## config.mk

```make
export PLATFORM = sky130hd
export DESIGN_NAME = hzd_ctl
export DESIGN_NICKNAME = d
export VERILOG_FILES = /design/src/rtl/hzd_pkg.sv /design/src/rtl/hzd_lock_tbl.sv /design/src/rtl/hzd_dep_chk.sv /design/src/rtl/hzd_seq_ctl.sv /design/src/rtl/hzd_ctl.sv
export SDC_FILE = /design/constraint.sdc
export NUM_CORES = 1
export LEC_CHECK = 0
export ABC_AREA = 1
export BUFFER_PORTS_ARGS = -buffer_cell sky130_fd_sc_hd__buf_2
export CAP_MARGIN = 5
export CORE_MARGIN = 2
export CORE_UTILIZATION = 45
export DETAILED_ROUTE_END_ITERATION = 7
export GPL_TIMING_DRIVEN = 0
export MAX_ROUTING_LAYER = met4
export PLACE_DENSITY_LB_ADDON = 0.3
export SKIP_CTS_REPAIR_TIMING = 1
export SLEW_MARGIN = 20
export SYNTH_ARGS = -nofsm -noshare
export SYNTH_HDL_FRONTEND = slang
export SYNTH_SLANG_ARGS = --single-unit
```

## constraint.sdc

```tcl
create_clock -name clk -period 2.9 [get_ports clk]
set_input_delay 0.87 -clock clk [delete_from_list [all_inputs] [get_ports clk]]
set_output_delay 0.87 -clock clk [all_outputs]
set_load 0.01 [all_outputs]
```

## src/rtl/hzd_pkg.sv

```systemverilog
package hzd_pkg;
  localparam int NSTG  = 5;
  localparam int ST_IF = 0;
  localparam int ST_ID = 1;
  localparam int ST_OF = 2;
  localparam int ST_EX = 3;
  localparam int ST_SR = 4;
  // Squash pattern for a taken execute-stage jump: every stage younger than execute
  localparam logic [NSTG-1:0] SQ_EX = NSTG'((1 << ST_EX) - 1);
  // Squash pattern for a decode-stage jump: only fetch
  localparam logic [NSTG-1:0] SQ_ID = NSTG'((1 << ST_ID) - 1);
endpackage

```

## src/rtl/hzd_lock_tbl.sv

```systemverilog
module hzd_lock_tbl #(
  parameter int NREG = 8,
  localparam int RW = $clog2(NREG)
) (
  input  logic            clk,
  input  logic            rst_n,
  input  logic            set_en,
  input  logic [RW-1:0]   set_idx,
  input  logic            clr_en,
  input  logic [RW-1:0]   clr_idx,
  output logic [NREG-1:0] lock_q
);
  logic [NREG-1:0] lock_d;
  logic            upd_en;

  assign upd_en = set_en | clr_en;

  // Clear first, then set, so a set wins over a clear on the same entry
  always_comb begin
    lock_d = lock_q;
    if (clr_en) lock_d[clr_idx] = 1'b0;
    if (set_en) lock_d[set_idx] = 1'b1;
    lock_d[0] = 1'b0;
  end

  always_ff @(posedge clk or negedge rst_n) begin
    if (!rst_n)      lock_q <= '0;
    else if (upd_en) lock_q <= lock_d;
  end

  AST_LOCK_SET_WINS: assert property (@(posedge clk) disable iff (!rst_n)
    (set_en && set_idx != '0) |=> lock_q[$past(set_idx)]);
  AST_LOCK_RELEASE: assert property (@(posedge clk) disable iff (!rst_n)
    (clr_en && !(set_en && set_idx == clr_idx)) |=> !lock_q[$past(clr_idx)]);
endmodule

```

## src/rtl/hzd_dep_chk.sv

```systemverilog
module hzd_dep_chk #(
  parameter int NREG = 8,
  localparam int RW = $clog2(NREG),
  localparam int NOPD = 2
) (
  input  logic                     fwd_en,
  input  logic [NREG-1:0]          lock_q,
  input  logic                     of_live,
  input  logic [NOPD-1:0]          use_v,
  input  logic [NOPD-1:0][RW-1:0]  rs_v,
  input  logic                     ex_wr_live,
  input  logic [RW-1:0]            ex_rd,
  input  logic                     id_wr_live,
  input  logic [RW-1:0]            id_rd,
  output logic [NOPD-1:0]          fwd_v,
  output logic                     raw_hold,
  output logic                     waw_hold
);
  logic [NOPD-1:0] wait_v;

  for (genvar g = 0; g < NOPD; g++) begin : g_opnd
    logic reads_nz;
    logic hit_ex;
    assign reads_nz  = of_live & use_v[g] & (rs_v[g] != '0);
    assign hit_ex    = fwd_en & ex_wr_live & (ex_rd == rs_v[g]);
    assign fwd_v[g]  = reads_nz & hit_ex;
    assign wait_v[g] = reads_nz & lock_q[rs_v[g]] & ~hit_ex;
  end

  assign raw_hold = |wait_v;
  assign waw_hold = id_wr_live & (id_rd != '0) & lock_q[id_rd];
endmodule

```

## src/rtl/hzd_seq_ctl.sv

```systemverilog
module hzd_seq_ctl
  import hzd_pkg::*;
(
  input  logic            ex_take,
  input  logic            id_jmp,
  input  logic            mem_claim,
  input  logic            waw_hold,
  input  logic            raw_hold,
  output logic [NSTG-1:0] stall,
  output logic [NSTG-1:0] flush,
  output logic [NSTG-1:0] bubble,
  output logic            redirect,
  output logic            redirect_ex,
  output logic            id_go
);
  logic [NSTG-1:0] cause;
  logic [NSTG-1:0] hold;
  logic            ujmp_go;

  always_comb begin
    cause        = '0;
    cause[ST_IF] = mem_claim;
    cause[ST_ID] = waw_hold;
    cause[ST_OF] = raw_hold;
  end

  // A hold at a stage propagates to every younger stage
  always_comb begin
    hold[NSTG-1] = cause[NSTG-1];
    for (int k = NSTG-2; k >= 0; k--) hold[k] = hold[k+1] | cause[k];
  end

  assign ujmp_go = id_jmp & ~hold[ST_ID];
  assign id_go   = ~hold[ST_ID];

  always_comb begin
    if (ex_take)      flush = SQ_EX;
    else if (ujmp_go) flush = SQ_ID;
    else              flush = '0;
  end

  assign stall = hold & ~flush;

  always_comb begin
    bubble = '0;
    for (int k = 1; k < NSTG; k++) bubble[k] = stall[k-1] & ~stall[k];
  end

  assign redirect    = ex_take | ujmp_go;
  assign redirect_ex = ex_take;
endmodule

```

## src/rtl/hzd_ctl.sv

```systemverilog
module hzd_ctl
  import hzd_pkg::*;
#(
  parameter int NREG = 8,
  localparam int RW = $clog2(NREG)
) (
  input  logic            clk,
  input  logic            rst_n,
  input  logic [NSTG-1:0] stg_vld,
  input  logic            id_wr,
  input  logic [RW-1:0]   id_rd,
  input  logic            id_ujmp,
  input  logic            of_use_a,
  input  logic [RW-1:0]   of_rs_a,
  input  logic            of_use_b,
  input  logic [RW-1:0]   of_rs_b,
  input  logic            of_memreq,
  input  logic            ex_wr,
  input  logic [RW-1:0]   ex_rd,
  input  logic            ex_cjmp,
  input  logic            ex_taken,
  input  logic            sr_wr,
  input  logic [RW-1:0]   sr_rd,
  input  logic            fwd_en,
  output logic [NSTG-1:0] stall,
  output logic [NSTG-1:0] flush,
  output logic [NSTG-1:0] bubble,
  output logic            redirect,
  output logic            redirect_ex,
  output logic            fwd_a,
  output logic            fwd_b
);
  logic            ex_take, id_live, of_live, mem_claim, ex_wr_live;
  logic            raw_hold, waw_hold, id_go, set_en, clr_en;
  logic [NREG-1:0] lock_q;
  logic [1:0]      fwd_v;

  // Only a taken execute jump kills decode and operand fetch contents
  assign ex_take    = stg_vld[ST_EX] & ex_cjmp & ex_taken;
  assign id_live    = stg_vld[ST_ID] & ~ex_take;
  assign of_live    = stg_vld[ST_OF] & ~ex_take;
  assign mem_claim  = of_live & of_memreq;
  assign ex_wr_live = stg_vld[ST_EX] & ex_wr;
  assign set_en     = id_live & id_wr & id_go & (id_rd != '0);
  assign clr_en     = stg_vld[ST_SR] & sr_wr;

  hzd_lock_tbl #(.NREG(NREG)) u_lock (
    .clk(clk), .rst_n(rst_n),
    .set_en(set_en), .set_idx(id_rd),
    .clr_en(clr_en), .clr_idx(sr_rd),
    .lock_q(lock_q)
  );

  hzd_dep_chk #(.NREG(NREG)) u_dep (
    .fwd_en(fwd_en), .lock_q(lock_q), .of_live(of_live),
    .use_v({of_use_b, of_use_a}), .rs_v({of_rs_b, of_rs_a}),
    .ex_wr_live(ex_wr_live), .ex_rd(ex_rd),
    .id_wr_live(id_live & id_wr), .id_rd(id_rd),
    .fwd_v(fwd_v), .raw_hold(raw_hold), .waw_hold(waw_hold)
  );

  hzd_seq_ctl u_seq (
    .ex_take(ex_take), .id_jmp(id_live & id_ujmp), .mem_claim(mem_claim),
    .waw_hold(waw_hold), .raw_hold(raw_hold),
    .stall(stall), .flush(flush), .bubble(bubble),
    .redirect(redirect), .redirect_ex(redirect_ex), .id_go(id_go)
  );

  assign fwd_a = fwd_v[0];
  assign fwd_b = fwd_v[1];

  AST_FWD_BOTH_NO_HOLD: assert property (@(posedge clk) disable iff (!rst_n)
    (fwd_a && fwd_b && !waw_hold) |-> !stall[ST_OF]);
  AST_R0_NO_FWD: assert property (@(posedge clk) disable iff (!rst_n)
    fwd_a |-> (of_rs_a != '0));
  AST_TAKEN_SQUASH: assert property (@(posedge clk) disable iff (!rst_n)
    ex_take |-> (flush == SQ_EX && stall == '0 && redirect_ex));
  AST_REDIR_SQUASH: assert property (@(posedge clk) disable iff (!rst_n)
    redirect |-> flush[ST_IF]);
  AST_SQUASH_NO_LOCK: assert property (@(posedge clk) disable iff (!rst_n)
    (ex_take && id_wr && !lock_q[id_rd]) |=> !lock_q[$past(id_rd)]);
endmodule

```

==> impl_metrics.py, run 1 <==
metrics = {
    "worst_setup_path": {
        "arrival_ns": 2.02,
        "critPathRequiredTime_ns": 2.03,
        "critPathKind": "in -> out",
        "startpoint_type": "input pin",
        "crit_path_max_fanout": 7,
        "worstSetupEndpointType": "primary output",
    },
    "placed_design": {
        "dpl_cell_area_um2": 1240,
        "dpl.hpwl_mm": 2.11,
        "gp_congestion": 0.860,
        "post-place-cells": 247,
        "portBuffers": 42,
    },
    "layout": {
        "final_cells": 259,
        "area_delta_synth_final_pct": 49.4,
        "layout_top_registers": "u_lock.lock_q: 7 flops",
        "final_util_pct": 72.9,
        "drive_gt1_share_pct": 42.7,
        "nets": 265,
        "finalInstanceArea_um2": 1460,
        "largest_register_ffs": 7,
        "top_register": "u_lock.lock_q",
        "layout_common_cells": "nand2_1, buf_2, buf_4, nand3_1, nor2_1",
        "diodes": 0,
        "mostFrequentLayoutCell": "nand2_1",
        "nFillCells": 175,
    },
    "die": {
        "die-area_um2": 2560,
        "start_util_pct": 48.8,
        "rows": 16,
        "die_height_um": 50.6,
        "core_um2": 2000,
        "io_pins": 51,
        "die_x_um": 50.6,
    },
    "hold_path": {
        "min_path_type": "in -> async",
    },
    "flow_run": {
        "cap_violations": 0,
    },
    "global_routing": {
        "grt_usage_pct": 20.7,
        "grt_pass1_wl_mm": 4.08,
        "grt_max_degree": 10,
        "grt-ovfl-total": 0,
        "grt_pass1_vias": 1049,
        "antenna_found_initial": 0,
    },
    "drt": {
        "drcViolationCount": 0,
        "vias": 1282,
        "ant_nets": 0,
        "drt-total-wl_mm": 2.76,
        "drtIter0Drc": 24,
        "via_per_inst": 4.95,
        "drt_pass1_iterations": 4,
        "wire_per_inst_um": 10.7,
    },
    "clock_network": {
        "clk-insertion-delay-late_ns": 0.25,
        "cts_buffers": 3,
        "cts_tree": "done",
        "clock-sinks": 7,
        "clk_pin_slew_ns": 0.05,
        "clockBufferDepth": 2,
        "cts_htree_levels": 1,
        "root_buffer": "clkbuf_4",
    },
    "sta": {
        "min_period_ns": 2.89,
        "rsz0062_at_grt": "true",
        "max_freq_mhz": 346,
        "fin_skew_ns": 0.00668,
        "setup_viol_count_final": 0,
        "hold_viol_final": 0,
        "hold_ws_ns": 0.431,
        "fin_crit_sh_pct": 99.5,
        "final_max_slew_viol_count": 0,
    },
    "logic_synthesis": {
        "synth-seq-area-share_pct": 17.9,
        "yosys_warnings": 0,
        "ys_seq_elements": 7,
        "avgSynthCellArea_um2": 5.65,
        "netlist_area_um2": 977,
        "ys_types": 25,
        "synthCells": 173,
    },
    "power_and_ir_drop": {
        "peakVddDrop_uv": 296,
        "power_mw": 0.477,
        "power.density_nw_per_um2": 326,
        "leakage_nw": 0.857,
    },
    "outcome": {
        "outcome": "completed",
    },
}
## report_power, final
group	internal (mW)	total, mW	switching (mW)
registers	0.122	0.152	0.0295
clock network	0.0524	0.0870	0.0345
logic	0.110	0.238	0.128
total	0.285	0.477	0.192
## final timing paths
path / from / to / slack, ns / depth (start not counted)
max in group asynchronous: rst_n / u_lock.lock_q[6]$_DFFE_PN0P_ / 2.32 / 1
worst min-delay path: rst_n / u_lock.lock_q[1]$_DFFE_PN0P_ / 0.43 / 1
worst max register to register: u_lock.lock_q[2]$_DFFE_PN0P_ / u_lock.lock_q[6]$_DFFE_PN0P_ / 1.35 / 11
min in group clk: u_lock.lock_q[3]$_DFFE_PN0P_ / u_lock.lock_q[3]$_DFFE_PN0P_ / 0.56 / 2
worst max-delay path: of_rs_a[0] / bubble[1] / 0.01 / 12
worst min register to register: u_lock.lock_q[3]$_DFFE_PN0P_ / u_lock.lock_q[3]$_DFFE_PN0P_ / 0.56 / 2
## kinds of logic (layout without fill, tap and decap cells)
kind of cell    after synthesis  count (layout)  synth area share (%)
simple gates                116             116                  56.6
buf+inv                      36              90                  18.1
compound gates               13              13                  7.04
flops                         7               7                  17.9
other cells                   1               6                 0.384
## metrics by stage
| step | setup slack, ns | setup TNS [ns] |
|---|---|---|
| finish | 0.0137 | 0 |
| global route | -0.0715 | -0.133 |
| CTS | -0.129 | -0.289 |
| detailed placement | -0.126 | -0.274 |
| global placement | -0.0847 | -0.158 |
| floorplan | 0.144 | 0 |
## cells in the mapped netlist, drive strengths merged
| cell | n | share of area [%] |
|---|---|---|
| nand2 | 64 | 26 |
| inv | 24 | 9.2 |
| nand3 | 18 | 10 |
| nor2 | 18 | 7.9 |
| buf | 11 | 8.5 |
| o21ai | 11 | 5.6 |
| nor3 | 9 | 5.8 |
| dfrtp | 7 | 18 |
| nand4 | 3 | 3.5 |
| nand3b | 2 | 1.5 |
| or2 | 2 | 1.3 |
| a31oi | 1 | 0.64 |
| clkinv | 1 | 0.38 |
| conb | 1 | 0.38 |
| o31ai | 1 | 0.77 |
## per-layer routing
metal | GRT usage (%) | share of wire [%] | up-vias
met4 | 7.66 | 1.4 | 0
met1 | 24.3 | 41 | 557
met5 | - | 0 | -
li1 | - | - | 654
met2 | 36.4 | 50 | 65
met3 | 2.08 | 7.9 | 6
## worst max-delay path, stage by stage
cell and delay (ns):
buf_12 0.11, or2_1 0.20, nand3_1 0.07, nand2_1 0.06, nand2_1 0.09, inv_2 0.05
nand2_4 0.08, nand2_4 0.06, nor2_4 0.14, nand4_1 0.10, inv_1 0.07, buf_2 0.13
## final cells by class
cell class                      count  area [um^2]  area share [%]
Sequential cell                     7          175            12.0
Timing Repair Buffer               50          349            23.9
Multi-Input combinational cell    135          679            46.5
Buffer                             11         90.1            6.17
Tap cell                           27         33.8            2.31
Clock buffer                        4         26.3            1.80
Inverter                           25          106            7.28
Power figures use the tool's default switching activity.
==> inputs of run 2 (changes only) <==
- CELL_PAD_IN_SITES_DETAIL_PLACEMENT: not set -> 1
- CELL_PAD_IN_SITES_GLOBAL_PLACEMENT: not set -> 2
- CORE_ASPECT_RATIO: not set -> 1.75
- CORE_UTILIZATION: 45 -> 21
==> impl_metrics.py, run 2 (synthesis results as in run 1) <==
metrics = {
    "drt": {
        "wire_per_inst_um": 11.8,
        "drcViolationCount": 0,
        "via_per_inst": 4.47,
        "drtIter0Drc": 8,
        "drt_pass1_iterations": 2,
        "ant_nets": 0,
        "drt-total-wl_mm": 3.33,
        "vias": 1265,
    },
    "placed_design": {
        "portBuffers": 42,
        "gp_congestion": 0.833,
        "dpl.hpwl_mm": 2.80,
        "dp_slack_ns": -0.167,
    },
    "global_routing": {
        "grt_usage_pct": 13.3,
        "grt_util_met1_pct": 12.8,
        "antenna_found_initial": 0,
        "met3_usage_pct": 1.79,
        "grt-ovfl-total": 0,
        "grt_max_degree": 10,
        "grt_pass1_vias": 1252,
        "grt_util_met2_pct": 26.4,
        "busiest_layer": "met2",
        "grt_pass1_wl_mm": 5.42,
    },
    "worst_setup_path": {
        "worstSetupEndpointType": "primary output",
        "critPathKind": "in -> out",
        "arrival_ns": 1.96,
        "r2r_cells": 11,
        "critPathRequiredTime_ns": 2.03,
        "startpoint_type": "input pin",
        "crit_path_max_fanout": 4,
    },
    "layout": {
        "mostFrequentLayoutCell": "nand2_1",
        "largest_register_ffs": 7,
        "layout_top_registers": "u_lock.lock_q: 7 flops",
        "regArea_um2": 175,
        "area_delta_synth_final_pct": 54.9,
        "layout_common_cells": "nand2_1, buf_2, buf_4, nand3_1",
        "top_register": "u_lock.lock_q",
        "nFillCells": 608,
        "diodes": 0,
        "nets": 265,
        "multi_input_area_um2": 688,
        "drive_gt1_share_pct": 41.8,
    },
    "die": {
        "start_util_pct": 22.0,
        "die-area_um2": 5240,
        "die_x_um": 55.6,
        "core_um2": 4440,
        "rows": 32,
        "io_pins": 51,
        "die_height_um": 94.2,
    },
    "sta": {
        "fin_crit_sh_pct": 97.6,
        "setup_slack_ns": 0.0697,
        "setup_viol_count_final": 0,
        "min_period_ns": 2.83,
        "rsz0062_at_grt": "true",
        "final_max_slew_viol_count": 0,
        "max_freq_mhz": 353,
        "hold_viol_final": 0,
        "hold_ws_ns": 0.468,
        "fin_skew_ns": 0.000212,
    },
    "clock_network": {
        "clk-insertion-delay-late_ns": 0.22,
        "clk_pin_slew_ns": 0.04,
        "cts_htree_levels": 1,
        "root_buffer": "clkbuf_8",
        "cts_tree": "done",
        "clock-sinks": 7,
        "clockBufferDepth": 2,
        "cts_buffers": 3,
    },
    "outcome": {
        "outcome": "completed",
    },
    "flow_run": {
        "cap_violations": 0,
    },
    "power_and_ir_drop": {
        "power.density_nw_per_um2": 345,
        "peakVddDrop_uv": 184,
        "leakage_nw": 0.867,
    },
    "hold_path": {
        "min_path_type": "in -> async",
    },
}
run 2: cell types whose count changed in the layout (fill, tap and decap cells not counted), moves of 3 or more:
cell / delta
buf_2: +3
buf_6: -3
clkbuf_4: -3
clkbuf_8: +3
inv_1: +3
inv_2: -3
run 2: worst paths after layout:
kind,from,end,slack (ns)
min reg2reg,u_lock.lock_q[1]$_DFFE_PN0P_,u_lock.lock_q[1]$_DFFE_PN0P_,0.55
max in group asynchronous,rst_n,u_lock.lock_q[3]$_DFFE_PN0P_,2.29
min,rst_n,u_lock.lock_q[7]$_DFFE_PN0P_,0.47
max,ex_rd[1],bubble[1],0.07
min in group clk,u_lock.lock_q[1]$_DFFE_PN0P_,u_lock.lock_q[1]$_DFFE_PN0P_,0.55
max reg2reg,u_lock.lock_q[2]$_DFFE_PN0P_,u_lock.lock_q[5]$_DFFE_PN0P_,1.35
run 2: power breakdown:
| part | switching (mW) | internal (mW) | total (mW) |
|---|---|---|---|
| registers | 0.0297 | 0.123 | 0.152 |
| clock network | 0.0370 | 0.0946 | 0.132 |
| logic | 0.129 | 0.110 | 0.238 |
run 2: worst max-delay path, cell delays in order:
cell	delay [ns]
buf_4	0.12
nand2_1	0.06
nand2_1	0.06
nor2_2	0.12
nand2_1	0.09
nand2_1	0.08
inv_2	0.04
nand2_4	0.06
nand2_4	0.06
nor2_4	0.12
nand4_1	0.09
inv_1	0.06
buf_2	0.12
run 2: final cells by class:
type / count / share of cell area, %
multi-input combinational: 135 / 45.5
timing repair buffer: 50 / 21.6
sequential: 7 / 11.6
inverter: 25 / 7.69
buffer: 11 / 6.53
tap: 51 / 4.21
clock buffer: 4 / 2.98
run 2: through the flow:
step | area, um^2 | setup TNS, ns | power, mW | util (%) | std cells
after detailed placement | 1270 | -0.458 | 0.359 | 28.6 | 271
final | 1510 | 0 | 0.522 | 34.1 | 283
after CTS | 1320 | -0.463 | 0.493 | 29.6 | 275
after global routing | 1510 | -0.0371 | 0.573 | 34.1 | 283
after floorplan | 996 | 0 | 0.278 | - | 178
after global placement | 1270 | -0.507 | 0.358 | 28.6 | 271
run 2: routing by layer:
metal  share of wire [%]  vias up
met1                  36      584
li1                    -      650
met4                 1.2        0
met2                  59       27
met5                   0        -
met3                 3.5        4
==> inputs of run 3 (changes only) <==
- ABC_CLOCK_PERIOD_IN_PS: not set -> 2900
- CELL_PAD_IN_SITES_GLOBAL_PLACEMENT: 2 -> 1
- CORE_UTILIZATION: 21 -> 28
==> impl_metrics.py, run 3 (synthesis results as in run 1) <==
metrics = {
    "clock_network": {
        "cts_buffers": 3,
        "clockBufferDepth": 2,
        "cts_htree_levels": 1,
        "clk_pin_slew_ns": 0.04,
        "clk-insertion-delay-late_ns": 0.23,
        "root_buffer": "clkbuf_8",
        "clock-sinks": 7,
        "cts_tree": "done",
    },
    "worst_setup_path": {
        "r2r_slack_ns": 1.35,
        "path_buf_inv": 3,
        "critPathKind": "in -> out",
        "crit_path_max_fanout": 5,
        "critPathRequiredTime_ns": 2.03,
        "cpMostUsedCell": "buf_6",
        "r2r_cells": 11,
        "worstSetupEndpointType": "primary output",
        "crit_path_top_delay_cell": "nor3_4",
        "timing.rr.end": "u_lock.lock_q[1]$_DFFE_PN0P_",
        "worstPathCellList": "buf_6, nand3_4, nand2_4, nor3_4, nand3_2, nand4_1, nand2_2, buf_6, buf_6",
        "timing.rr.start": "u_lock.lock_q[2]$_DFFE_PN0P_",
        "startpoint_type": "input pin",
        "arrival_ns": 1.99,
        "cp_slowest_stage_delay_ns": 0.24,
        "crit_family": "simple AND/OR/NAND/NOR gates",
    },
    "global_routing": {
        "grt-ovfl-total": 0,
        "grt_max_degree": 10,
        "grt_usage_pct": 16.8,
        "grt_pass1_wl_mm": 5.18,
        "antenna_found_initial": 0,
        "grt_pass1_vias": 1209,
    },
    "drt": {
        "drt-total-wl_mm": 3.39,
        "wire_per_inst_um": 12.2,
        "ant_nets": 0,
        "vias": 1312,
        "drtIter0Drc": 21,
        "drcViolationCount": 0,
        "drt_pass1_iterations": 4,
        "via_per_inst": 4.72,
    },
    "layout": {
        "top_register": "u_lock.lock_q",
        "layout_common_cells": "nand2_1, buf_2, buf_4, nand3_1, inv_2",
        "nFillCells": 482,
        "nets": 266,
        "diodes": 0,
        "layout_top_registers": "u_lock.lock_q: 7 flops",
        "area_delta_synth_final_pct": 55.7,
        "drive_gt1_share_pct": 45.1,
        "mostFrequentLayoutCell": "nand2_1",
        "largest_register_ffs": 7,
    },
    "placed_design": {
        "dp_slack_ns": -0.172,
        "portBuffers": 42,
        "gp_congestion": 0.790,
        "dpl.hpwl_mm": 2.72,
    },
    "power_and_ir_drop": {
        "leakage_nw": 0.874,
        "peakVddDrop_uv": 346,
        "power.density_nw_per_um2": 353,
        "power_mw": 0.537,
    },
    "die": {
        "die_height_um": 82.2,
        "io_pins": 51,
        "rows": 28,
        "core_um2": 3360,
        "die_x_um": 48.7,
        "start_util_pct": 29.1,
        "die-area_um2": 4000,
    },
    "sta": {
        "fin_crit_sh_pct": 98.7,
        "rsz0062_at_grt": "true",
        "setup_viol_count_final": 0,
        "finalSetupTns_ns": 0,
        "max_freq_mhz": 350,
        "final_max_slew_viol_count": 0,
        "fin_skew_ns": 0.00231,
        "hold_viol_final": 0,
        "setup_slack_ns": 0.0389,
        "min_period_ns": 2.86,
    },
    "outcome": {
        "outcome": "completed",
    },
    "hold_path": {
        "min_path_type": "in -> async",
    },
    "flow_run": {
        "cap_violations": 0,
    },
}
-- run 3: cell types whose count changed in the layout (fill, tap and decap cells not counted), moves of 2 or more --
cell,before,now
buf_2,32,30
buf_4,20,22
inv_1,12,10
inv_2,8,11
nand2_1,56,54
nor2_1,12,10
nor2_2,4,6
o21ai_1,3,5
-- run 3: metrics by stage --
| step | instances | instance area (um^2) | util [%] | hold slack (ns) |
|---|---|---|---|---|
| CTS | 269 | 1310 | 38.9 | 0.471 |
| global placement | 265 | 1260 | 37.5 | 0.546 |
| finish | 278 | 1520 | 45.2 | 0.466 |
| global route | 278 | 1520 | 45.2 | 0.481 |
| floorplan | 178 | 996 | - | 0.487 |
| detailed placement | 265 | 1260 | 37.5 | 0.548 |
-- run 3: layer usage --
metal	vias to the layer above	wire length, um	GRT usage, %
li1	653	-	-
met1	623	1160	16.6
met2	29	2070	33.8
met3	7	102	1.26
met4	0	57	6.00
met5	-	0	-
-- run 3: final cells by class --
| cell class | instances | area (um^2) | share of cell area, % |
|---|---|---|---|
| multi-input combinational | 135 | 704 | 46.3 |
| timing repair buffer | 51 | 334 | 22.0 |
| sequential | 7 | 175 | 11.5 |
| inverter | 25 | 106 | 6.99 |
| buffer | 11 | 98.8 | 6.50 |
| tap | 45 | 56.3 | 3.70 |
| clock buffer | 3 | 41.3 | 2.71 |
| clock inverter | 1 | 5.00 | 0.329 |
-- run 3: power by group --
| group | switching (mW) | internal (mW) |
|---|---|---|
| registers | 0.0286 | 0.123 |
| logic | 0.137 | 0.111 |
| clock network | 0.0444 | 0.0931 |
| total | 0.210 | 0.327 |
-- run 3: how the worst max path moves through the flow --
| stage | start | end | slack [ns] | cells past startpoint |
|---|---|---|---|---|
| after floorplan | stg_vld[3] | stall[0] | 0.14 | 7 |
| after global placement | stg_vld[3] | flush[0] | -0.14 | 9 |
| after detailed placement | stg_vld[3] | flush[0] | -0.17 | 9 |
| after CTS | stg_vld[3] | flush[0] | -0.17 | 9 |
| after global routing | id_rd[0] | flush[0] | -0.07 | 11 |
| final | ex_cjmp | flush[0] | 0.04 | 9 |
